File: src/rtl/srcroute_ssr_gen.sv
module srcroute_ssr_gen #(
  parameter int HPC_MAX    = 4,
  parameter int ROUTE_HOPS = 8,
  parameter int HOP_W      = 4,
  localparam int RW        = 2 * ROUTE_HOPS
) (
  input  logic             clk,
  input  logic             rst,
  input  logic             win_valid,
  input  logic [RW-1:0]    route_in,
  input  logic [HOP_W-1:0] hops_left,
  input  logic [1:0]       in_port,
  input  logic             at_source,
  output logic [4:0]       port_sel,
  output logic             ssr_valid,
  output logic [HOP_W-1:0] ssr_len,
  output logic [RW-1:0]    route_out
);

  localparam logic [HOP_W-1:0] CAP = HOP_W'(HPC_MAX);

  logic [1:0]       code, heading, abs_dir;
  logic             to_core;
  logic [4:0]       port_nxt;
  logic [HOP_W-1:0] len_nxt;

  assign code    = route_in[1:0];
  assign heading = in_port ^ 2'b10;

  always_comb begin
    to_core = 1'b0;
    abs_dir = code;
    if (!at_source) begin
      case (code)
        2'b00:   abs_dir = heading + 2'd3;
        2'b01:   abs_dir = heading + 2'd1;
        2'b10:   abs_dir = heading;
        default: begin abs_dir = heading; to_core = 1'b1; end
      endcase
    end
  end

  assign port_nxt = to_core ? 5'b10000 : {1'b0, 4'b0001 << abs_dir};
  assign len_nxt  = (hops_left > CAP) ? CAP : hops_left;

  always_ff @(posedge clk) begin
    if (rst || !win_valid) begin
      port_sel  <= '0;
      ssr_valid <= 1'b0;
      ssr_len   <= '0;
      route_out <= '0;
    end else begin
      port_sel  <= port_nxt;
      ssr_valid <= (hops_left != '0);
      ssr_len   <= (hops_left != '0) ? len_nxt : '0;
      route_out <= route_in >> 2;
    end
  end

endmodule

File: config.mk
export PLATFORM = sky130hd
export DESIGN_NAME = srcroute_ssr_gen
export DESIGN_NICKNAME = d
export VERILOG_FILES = /design/src/rtl/srcroute_ssr_gen.sv
export SDC_FILE = /design/constraint.sdc
export NUM_CORES = 1
export LEC_CHECK = 0
export BUFFER_PORTS_ARGS = -buffer_cell sky130_fd_sc_hd__buf_2
export CORE_MARGIN = 4
export CORE_UTILIZATION = 41
export DETAILED_ROUTE_END_ITERATION = 10
export GPL_TIMING_DRIVEN = 0
export PLACE_DENSITY = 0.85
export SYNTH_ARGS = -nofsm -noshare
export SYNTH_HDL_FRONTEND = slang
export SYNTH_SLANG_ARGS = --single-unit
File: constraint.sdc
create_clock -name clk -period 0.9 [get_ports clk]
set_input_delay 0 -clock clk [delete_from_list [all_inputs] [get_ports clk]]
set_output_delay 0 -clock clk [all_outputs]
set_load 0.01 [all_outputs]
Yosys cells after proc, flatten, opt, wreduce, memory -nomap -nowiden
Index checks and enable logic that the tools add are counted. W data, S select, Z words.

Bits in registers: 26. Bits of input ports: 26. Output and inout bits: 26. Word-level logic and storage cells: 29.

Add/sub/neg operators: 2. Magnitude comparators: 1. Eq/ne operators: 2. Shifts and indexed selects: 1. Muxes and demuxes: 6. Bitwise gates (word level): 2. Reductions and logical operators: 8.

Operators with widths (count): $reduce_or A3 Y1 (2); $mux W5 (1); $gt A4 B3 Y1 const B (1); $pmux W2 S2 (1); $reduce_bool A4 Y1 (1); $reduce_or A2 Y1 (2); $shl A1 B2 Y4 const A (1); $mux W3 (1); $add A2 B1 Y2 const B (1); $add A2 B2 Y2 const B (1); $eq A2 B1 Y1 const B (1); $eq A2 B2 Y1 const B (1); $logic_not A2 Y1 (1); $mux W1 (2); $mux W2 (1); $not A1 Y1 (2); $logic_not A1 Y1 (1); $logic_or A1 B1 Y1 (1).

Depth between registers and ports, before layout
Gate-level depths: netlist of the first run.

Depth after elaboration: 6. Mapped depth: 4. Gate-level depth less buffers: 3.

Least setup slack after synthesis of the first run
Ideal clock, no wire load.

Path type: input port to flip-flop. Start: in at_source. End: reg port_sel[0]. Arrival: 0.550 ns. Setup slack: 0.236 ns. Stages on the path: 4. Path buffers: 1. Cells stage by stage: buf_2 nor2_2 and4b_1 o21a_1.

Word-level cells in the longest chain between the ends: 2.

Ends and longest elaborated chain: start: declaration (line 13) `input logic at_source,`; $mux W2 / $mux W1 (equally long branches) (line 33) `if (!at_source) begin`; $shl A1 B2 Y4 / $reduce_or A2 Y1 (equally long branches); end signal: assignment (line 53) `port_sel <= port_nxt;`; end: declaration (line 14) `output logic [4:0] port_sel,`.

Several ways; a longest one is shown, not always the timed one. A chain may end at the register's enable or synchronous reset.

Worst setup path in the final report of the first run
Start: in hops_left[3]. End: reg ssr_len[1].

Word-level cells in the longest chain between the ends: 3.

Ends and longest elaborated chain: start: declaration (line 11) `input logic [HOP_W-1:0] hops_left,`; parallel branches: the longest is 2 deep, another holds $gt A4 B3 Y1; $reduce_or A3 Y1 (no source line) (*); end signal: assignment (line 55) `ssr_len <= (hops_left != '0) ? len_nxt : '0;`; end: declaration (line 16) `output logic [HOP_W-1:0] ssr_len,`.

Every way passes the cells marked *.

==> out/metrics.cfg, run 1 <==
[cts]
number_of_buffers_inserted_to_repair_setup_after_cts = 0
tritoncts = done
clk_pin_slew_worst_paths_ps = 110
clk_path_buf_depth = 2
numClockSinks = 24
root_buffer = sky130_fd_sc_hd__clkbuf_4
hold_buffers_post_cts = 19
post_cts.resized_instances = 0
cts.htree.levels = 1
numCtsBuffers = 3

[pwr]
combPwrFrac_pct = 16.6
netSwitchingFraction_pct = 22.5
ir_drop_mv = 0.722
powerDensity_nw_per_um2 = 1390
leakagePower_nw = 0.666
seq_power_share_pct = 60.3
switching_power_w = 0.000415
power.internal_w = 0.00143
p_clk_share_pct = 23.1

[final_layout]
finish.cell_count_without_fillers = 180
count_of_nets_after_finishing = 181
layout.cells.most_common_list = sky130_fd_sc_hd__buf_2, sky130_fd_sc_hd__dfxtp_1, sky130_fd_sc_hd__dlygate4sd3_1
area_delta_synth_final_pct = 56.2
num-fill-cells = 171
layout.core_utilization_pct = 67.9
drive_above_1_share_pct = 37.9
layout.cells.most_common = sky130_fd_sc_hd__buf_2
diodes = 0

[floorplan]
die_h_um = 53.6
ioPinCount = 52
die_w_um = 53.6
initial_utilization_pct = 43.4
die-area_um2 = 2870
row_count = 16
fp.coreArea_um2 = 1960

[setup_path]
cp-endpoint = ssr_len[1]$_SDFF_PP0_
worstSetupEndpointType = flop
cp-startpoint = hops_left[3]
largest_stage_delay_on_the_critical_path_ps = 540
arrival_ps = 1050
path_depth = 4
timing.critical_path.max_delay_family = buffers and inverters
category_of_the_worst_setup_path_launch_point = primary input
cp.buffers_inverters = 2
cp_data_required_time_ps = 1150
critical_path.cell_chain = dlygate4sd3_1 -> buf_2 -> nor2_1 -> and3_1
critical_path_peak_fanout = 4
slowest_stage = sky130_fd_sc_hd__dlygate4sd3_1
worstSetupPathType = primary input to flop

[timing]
final_period_minus_worst_setup_slack_ps = 802
setup-violations-final = 0
total_count_of_hold_check_failures_in_the_final_report = 0
maxClockFrequency_mhz = 1250
final.period_utilization_pct = 89.1
timing.final.max_slew_violations = 0
finalSetupTns_ps = 0
grt_setup_unrepaired = false

[placed_design]
detailedPlacementHpwl_um = 1340
numPortBuffers = 45
gp_congestion = 0.737
placed_cells_incl_taps = 158

[run]
max_cap_violations = 0

[route]
vias_per_cell = 4.52
dr_wl_met3_um = 180
detailroute.via_count = 814
detail_route.wl_per_cell_um = 12.0
met1Wirelength_um = 823
detailedRoute.firstIterationViolations = 5
route.met2.wl_um = 1110
detail_route.drc_violations = 0
detail-route-antenna-nets = 0
top_signal_layer_used = met4
routed_wl_um = 2150
drt_pre_antenna_iters = 3

[yosys]
post-synth-top-area-cell = sky130_fd_sc_hd__dfxtp_1
syn-mean-instance-area_um2 = 10.1
syn-instance-count = 84
yosysTopAreaCellShare_pct = 56.4
sequential_to_total_area_share_from_yosys_stat_pct = 56.4
yosysUniqueCellTypes = 29
synth_area_leaders = sky130_fd_sc_hd__dfxtp_1, sky130_fd_sc_hd__and2_1, sky130_fd_sc_hd__nor2_1, sky130_fd_sc_hd__buf_4, sky130_fd_sc_hd__xor2_2
post_synth_instance_area_um2 = 852
yosys_warnings = 0
synth.ff_latch_count = 24

[global_route]
grt_usage_pct = 15.6
grt_pass1_wl_um = 3270
globalRoute.totalOverflow = 0
pin_count_of_the_biggest_net_entering_global_routing = 13
grt_antenna_before_repair = 0
grt_pass1_vias = 797

[min_path]
hold_class = primary input to flop

[outcome]
run_status = finished clean

[flip-flops by register name (all words and copies together), names as in the netlist]
| register | flops |
|---|---|
| port_sel | 5 |
| ssr_len | 4 |
| route_out | 14 |
| ssr_valid | 1 |
[how the worst min path moves through the flow]
stage	startpoint	to	slack [ps]	cells past startpoint
6_report	route_in[1]	port_sel[4]$_SDFF_PP0_	10	3
5_1_grt	route_in[1]	port_sel[4]$_SDFF_PP0_	30	3
4_1_cts	route_in[1]	port_sel[4]$_SDFF_PP0_	7	3
3_5_place_dp	route_in[6]	route_out[4]$_SDFF_PP0_	200	2
3_3_place_gp	route_in[12]	route_out[10]$_SDFF_PP0_	200	2
2_1_floorplan	route_in[2]	route_out[0]$_SDFF_PP0_	120	1
[per-layer routing]
layer | track usage (%) | vias to the layer above
met1 | 15.3 | 362
met2 | 30.0 | 35
met5 | 0 | -
met4 | 8.51 | 0
met3 | 3.05 | 6
li1 | - | 411
[logic make-up after synthesis]
kind of cell / Yosys count / synth area share (%)
compound gates: 10 / 7.20
xor+xnor: 1 / 1.91
buf+inv: 10 / 7.05
flops: 24 / 56.4
other cells: 1 / 0.440
simple gates: 38 / 27.0
[area by class of cell]
| type | count | area [um2] | area share, % |
|---|---|---|---|
| repair buffers | 64 | 415 | 31.2 |
| plain buffers | 8 | 52.6 | 3.95 |
| well taps | 27 | 33.8 | 2.54 |
| multi-input cells | 52 | 319 | 24.0 |
| clock buffers | 3 | 22.5 | 1.69 |
| inverters | 2 | 7.51 | 0.564 |
| flip-flops and latches | 24 | 480 | 36.1 |
[Yosys cell counts]
| master | n |
|---|---|
| sky130_fd_sc_hd__nand3_1 | 1 |
| sky130_fd_sc_hd__nand4_1 | 1 |
| sky130_fd_sc_hd__and4b_1 | 1 |
| sky130_fd_sc_hd__buf_2 | 3 |
| sky130_fd_sc_hd__nor2_1 | 7 |
| sky130_fd_sc_hd__a21oi_1 | 3 |
| sky130_fd_sc_hd__and2b_2 | 1 |
| sky130_fd_sc_hd__o211ai_1 | 1 |
| sky130_fd_sc_hd__nand2_1 | 1 |
| sky130_fd_sc_hd__conb_1 | 1 |
| sky130_fd_sc_hd__and3_1 | 2 |
| sky130_fd_sc_hd__xor2_2 | 1 |
| sky130_fd_sc_hd__a31oi_1 | 2 |
| sky130_fd_sc_hd__o21a_1 | 1 |
| sky130_fd_sc_hd__inv_1 | 2 |
| sky130_fd_sc_hd__nor3b_1 | 1 |
| sky130_fd_sc_hd__nand3b_1 | 2 |
| sky130_fd_sc_hd__nor2_2 | 1 |
| sky130_fd_sc_hd__nand2b_1 | 2 |
| sky130_fd_sc_hd__nor4_1 | 1 |
| sky130_fd_sc_hd__o21ai_0 | 2 |
| sky130_fd_sc_hd__buf_6 | 1 |
| sky130_fd_sc_hd__and2_1 | 15 |
| sky130_fd_sc_hd__buf_4 | 3 |
| sky130_fd_sc_hd__dfxtp_1 | 24 |
| sky130_fd_sc_hd__a311oi_1 | 1 |
| sky130_fd_sc_hd__nor3_1 | 1 |
| sky130_fd_sc_hd__clkbuf_1 | 1 |
| sky130_fd_sc_hd__nand4bb_1 | 1 |
[stage by stage]
stage	area, um2	worst slack, ps	hold WS (ps)	total power (W)
2_1_floorplan	860	236	122	0.00127
3_3_place_gp	1120	-6.77	198	0.00136
3_5_place_dp	1120	-6.47	203	0.00137
4_1_cts	1330	124	6.50	0.00186
5_1_grt	1330	44.5	33.1	0.00191
6_report	1330	97.7	13.0	0.00184
[power by group through the flow]
stage	registers (W)	logic (W)	clock network (W)
finish	0.00111	0.000306	0.000426
global placement	0.00113	0.000231	0
floorplan	0.00116	0.000113	0
CTS	0.00111	0.000302	0.000446
detailed placement	0.00113	0.000238	0
global route	0.00112	0.000338	0.000458
(Power assumes the default switching activity.)
==> run 2: changes to the inputs <==
Settings changed: GPL_TIMING_DRIVEN 0 to default.
==> out/metrics.cfg, run 2 (synthesis gave the netlist of run 1 again) <==
[outcome]
run_status = finished clean

[cts]
tritoncts = done
numCtsBuffers = 3
clk_path_buf_depth = 2
clk_pin_slew_worst_paths_ps = 120
root_buffer = sky130_fd_sc_hd__clkbuf_4
cts.htree.levels = 1
numClockSinks = 24

[min_path]
min_from = route_in[1]
holdPathStages = 3
worstHoldEndpoint = port_sel[4]$_SDFF_PP0_
hold_class = primary input to flop

[global_route]
grt_pass1_wl_um = 3250
grt_antenna_before_repair = 0
grt_usage_pct = 15.5
globalRoute.totalOverflow = 0
grt_pass1_vias = 744
pin_count_of_the_biggest_net_entering_global_routing = 18

[pwr]
powerDensity_nw_per_um2 = 1400
leakagePower_nw = 0.651
seq_power_share_pct = 60.5
netSwitchingFraction_pct = 22.8
p_clk_share_pct = 23.5
switching_power_w = 0.000418
ir_drop_mv = 0.713
power.internal_w = 0.00142
combPwrFrac_pct = 16.0

[floorplan]
ioPinCount = 52
die-area_um2 = 2870
row_count = 16
die_h_um = 53.6
initial_utilization_pct = 43.4
die_w_um = 53.6
fp.coreArea_um2 = 1960

[route]
top_signal_layer_used = met4
vias_per_cell = 4.43
detail_route.wl_per_cell_um = 12.1
met1Wirelength_um = 871
detailedRoute.firstIterationViolations = 3
routed_wl_um = 2150
detail-route-antenna-nets = 0
detail_route.drc_violations = 0
detailroute.via_count = 784
dr_wl_met3_um = 180
route.met2.wl_um = 1070
drt_pre_antenna_iters = 3

[timing]
setup-violations-final = 0
final.period_utilization_pct = 86.0
timing.final.max_slew_violations = 0
timing.hold.ws_ps = 25.0
grt_setup_unrepaired = false
maxClockFrequency_mhz = 1290
layout_setup_ws_ps = 126
finalSetupTns_ps = 0
total_count_of_hold_check_failures_in_the_final_report = 0
final_period_minus_worst_setup_slack_ps = 774

[setup_path]
cp_data_required_time_ps = 900
category_of_the_worst_setup_path_launch_point = flop
slowest_stage = sky130_fd_sc_hd__dfxtp_1
critical_path_peak_fanout = 1
worstSetupEndpointType = output pin
cp.buffers_inverters = 1
critical_path.cell_chain = buf_2
timing.critical_path.max_delay_family = flip-flops
worstSetupPathType = flop to output pin
arrival_ps = 770
largest_stage_delay_on_the_critical_path_ps = 340

[final_layout]
diodes = 0
area_delta_synth_final_pct = 53.6
count_of_nets_after_finishing = 178
largest_reg_flops = 14
num-fill-cells = 152
layout.cells.most_common = sky130_fd_sc_hd__buf_2
max_flop_register = route_out
drive_above_1_share_pct = 36.7
reg_top3 = route_out: 14 flops, port_sel: 5 flops, ssr_len: 4 flops
layout.cells.most_common_list = sky130_fd_sc_hd__buf_2, sky130_fd_sc_hd__dfxtp_1, sky130_fd_sc_hd__dlygate4sd3_1

[placed_design]
gp_congestion = 0.755
detailedPlace.worstSlack_ps = 152
detailedPlacementHpwl_um = 1320
numPortBuffers = 49

[run]
max_cap_violations = 0

==> run 2: cell types whose count changed in the layout (fill, tap and decap cells not counted), sizes merged <==
cell,change
buf,-3
clkbuf,-1
dlygate4sd3,+1
==> run 2: per-stage QoR <==
stage / power [W] / area (um2) / utilization (%) / cells
4_1_cts: 0.00184 / 1310 / 66.7 / 177
5_1_grt: 0.00191 / 1310 / 66.7 / 177
2_1_floorplan: 0.00127 / 860 / - / 86
6_report: 0.00184 / 1310 / 66.7 / 177
3_5_place_dp: 0.00136 / 1090 / 55.4 / 154
3_3_place_gp: 0.00135 / 1090 / 55.4 / 154
==> run 2: repair_timing <==
action / in CTS / in global routing
buffers inserted: 0 / 0
gates resized for setup: 0 / 0
hold buffers: 20 / 0
hold endpoints to repair: 20 / 0
==> run 2: how the worst max path moves through the flow <==
stage                                   startpoint                     end  cells past startpoint
after global routing                     at_source  port_sel[4]$_SDFF_PP0_                      3
after CTS                     ssr_valid$_SDFF_PP0_               ssr_valid                      1
final                     route_out[11]$_SDFF_PP0_           route_out[11]                      1
after floorplan                          at_source  port_sel[0]$_SDFF_PP0_                      4
after global placement                 route_in[0]  port_sel[0]$_SDFF_PP0_                      4
after detailed placement               route_in[0]  port_sel[0]$_SDFF_PP0_                      4
==> run 2: power by group through the flow <==
stage	clock network [W]	logic, W	registers (W)
3_3_place_gp	0	0.000216	0.00113
6_report	0.000432	0.000295	0.00111
5_1_grt	0.000474	0.000324	0.00112
4_1_cts	0.000442	0.000289	0.00111
2_1_floorplan	0	0.000113	0.00116
3_5_place_dp	0	0.000221	0.00113
==> run 2: layout make-up <==
| class | instances | area (um2) | share of cell area (%) |
|---|---|---|---|
| Inverter | 2 | 7.51 | 0.574 |
| Clock buffer | 3 | 22.5 | 1.72 |
| Tap cell | 27 | 33.8 | 2.58 |
| Multi-Input combinational cell | 52 | 319 | 24.4 |
| Timing Repair Buffer | 69 | 445 | 34.0 |
| Sequential cell | 24 | 480 | 36.7 |
==> run 2: metal layers <==
metal,track usage [%],vias up
met1,16.4,339
met2,30.0,37
met3,2.49,4
met5,0,-
li1,-,404
met4,6.38,0
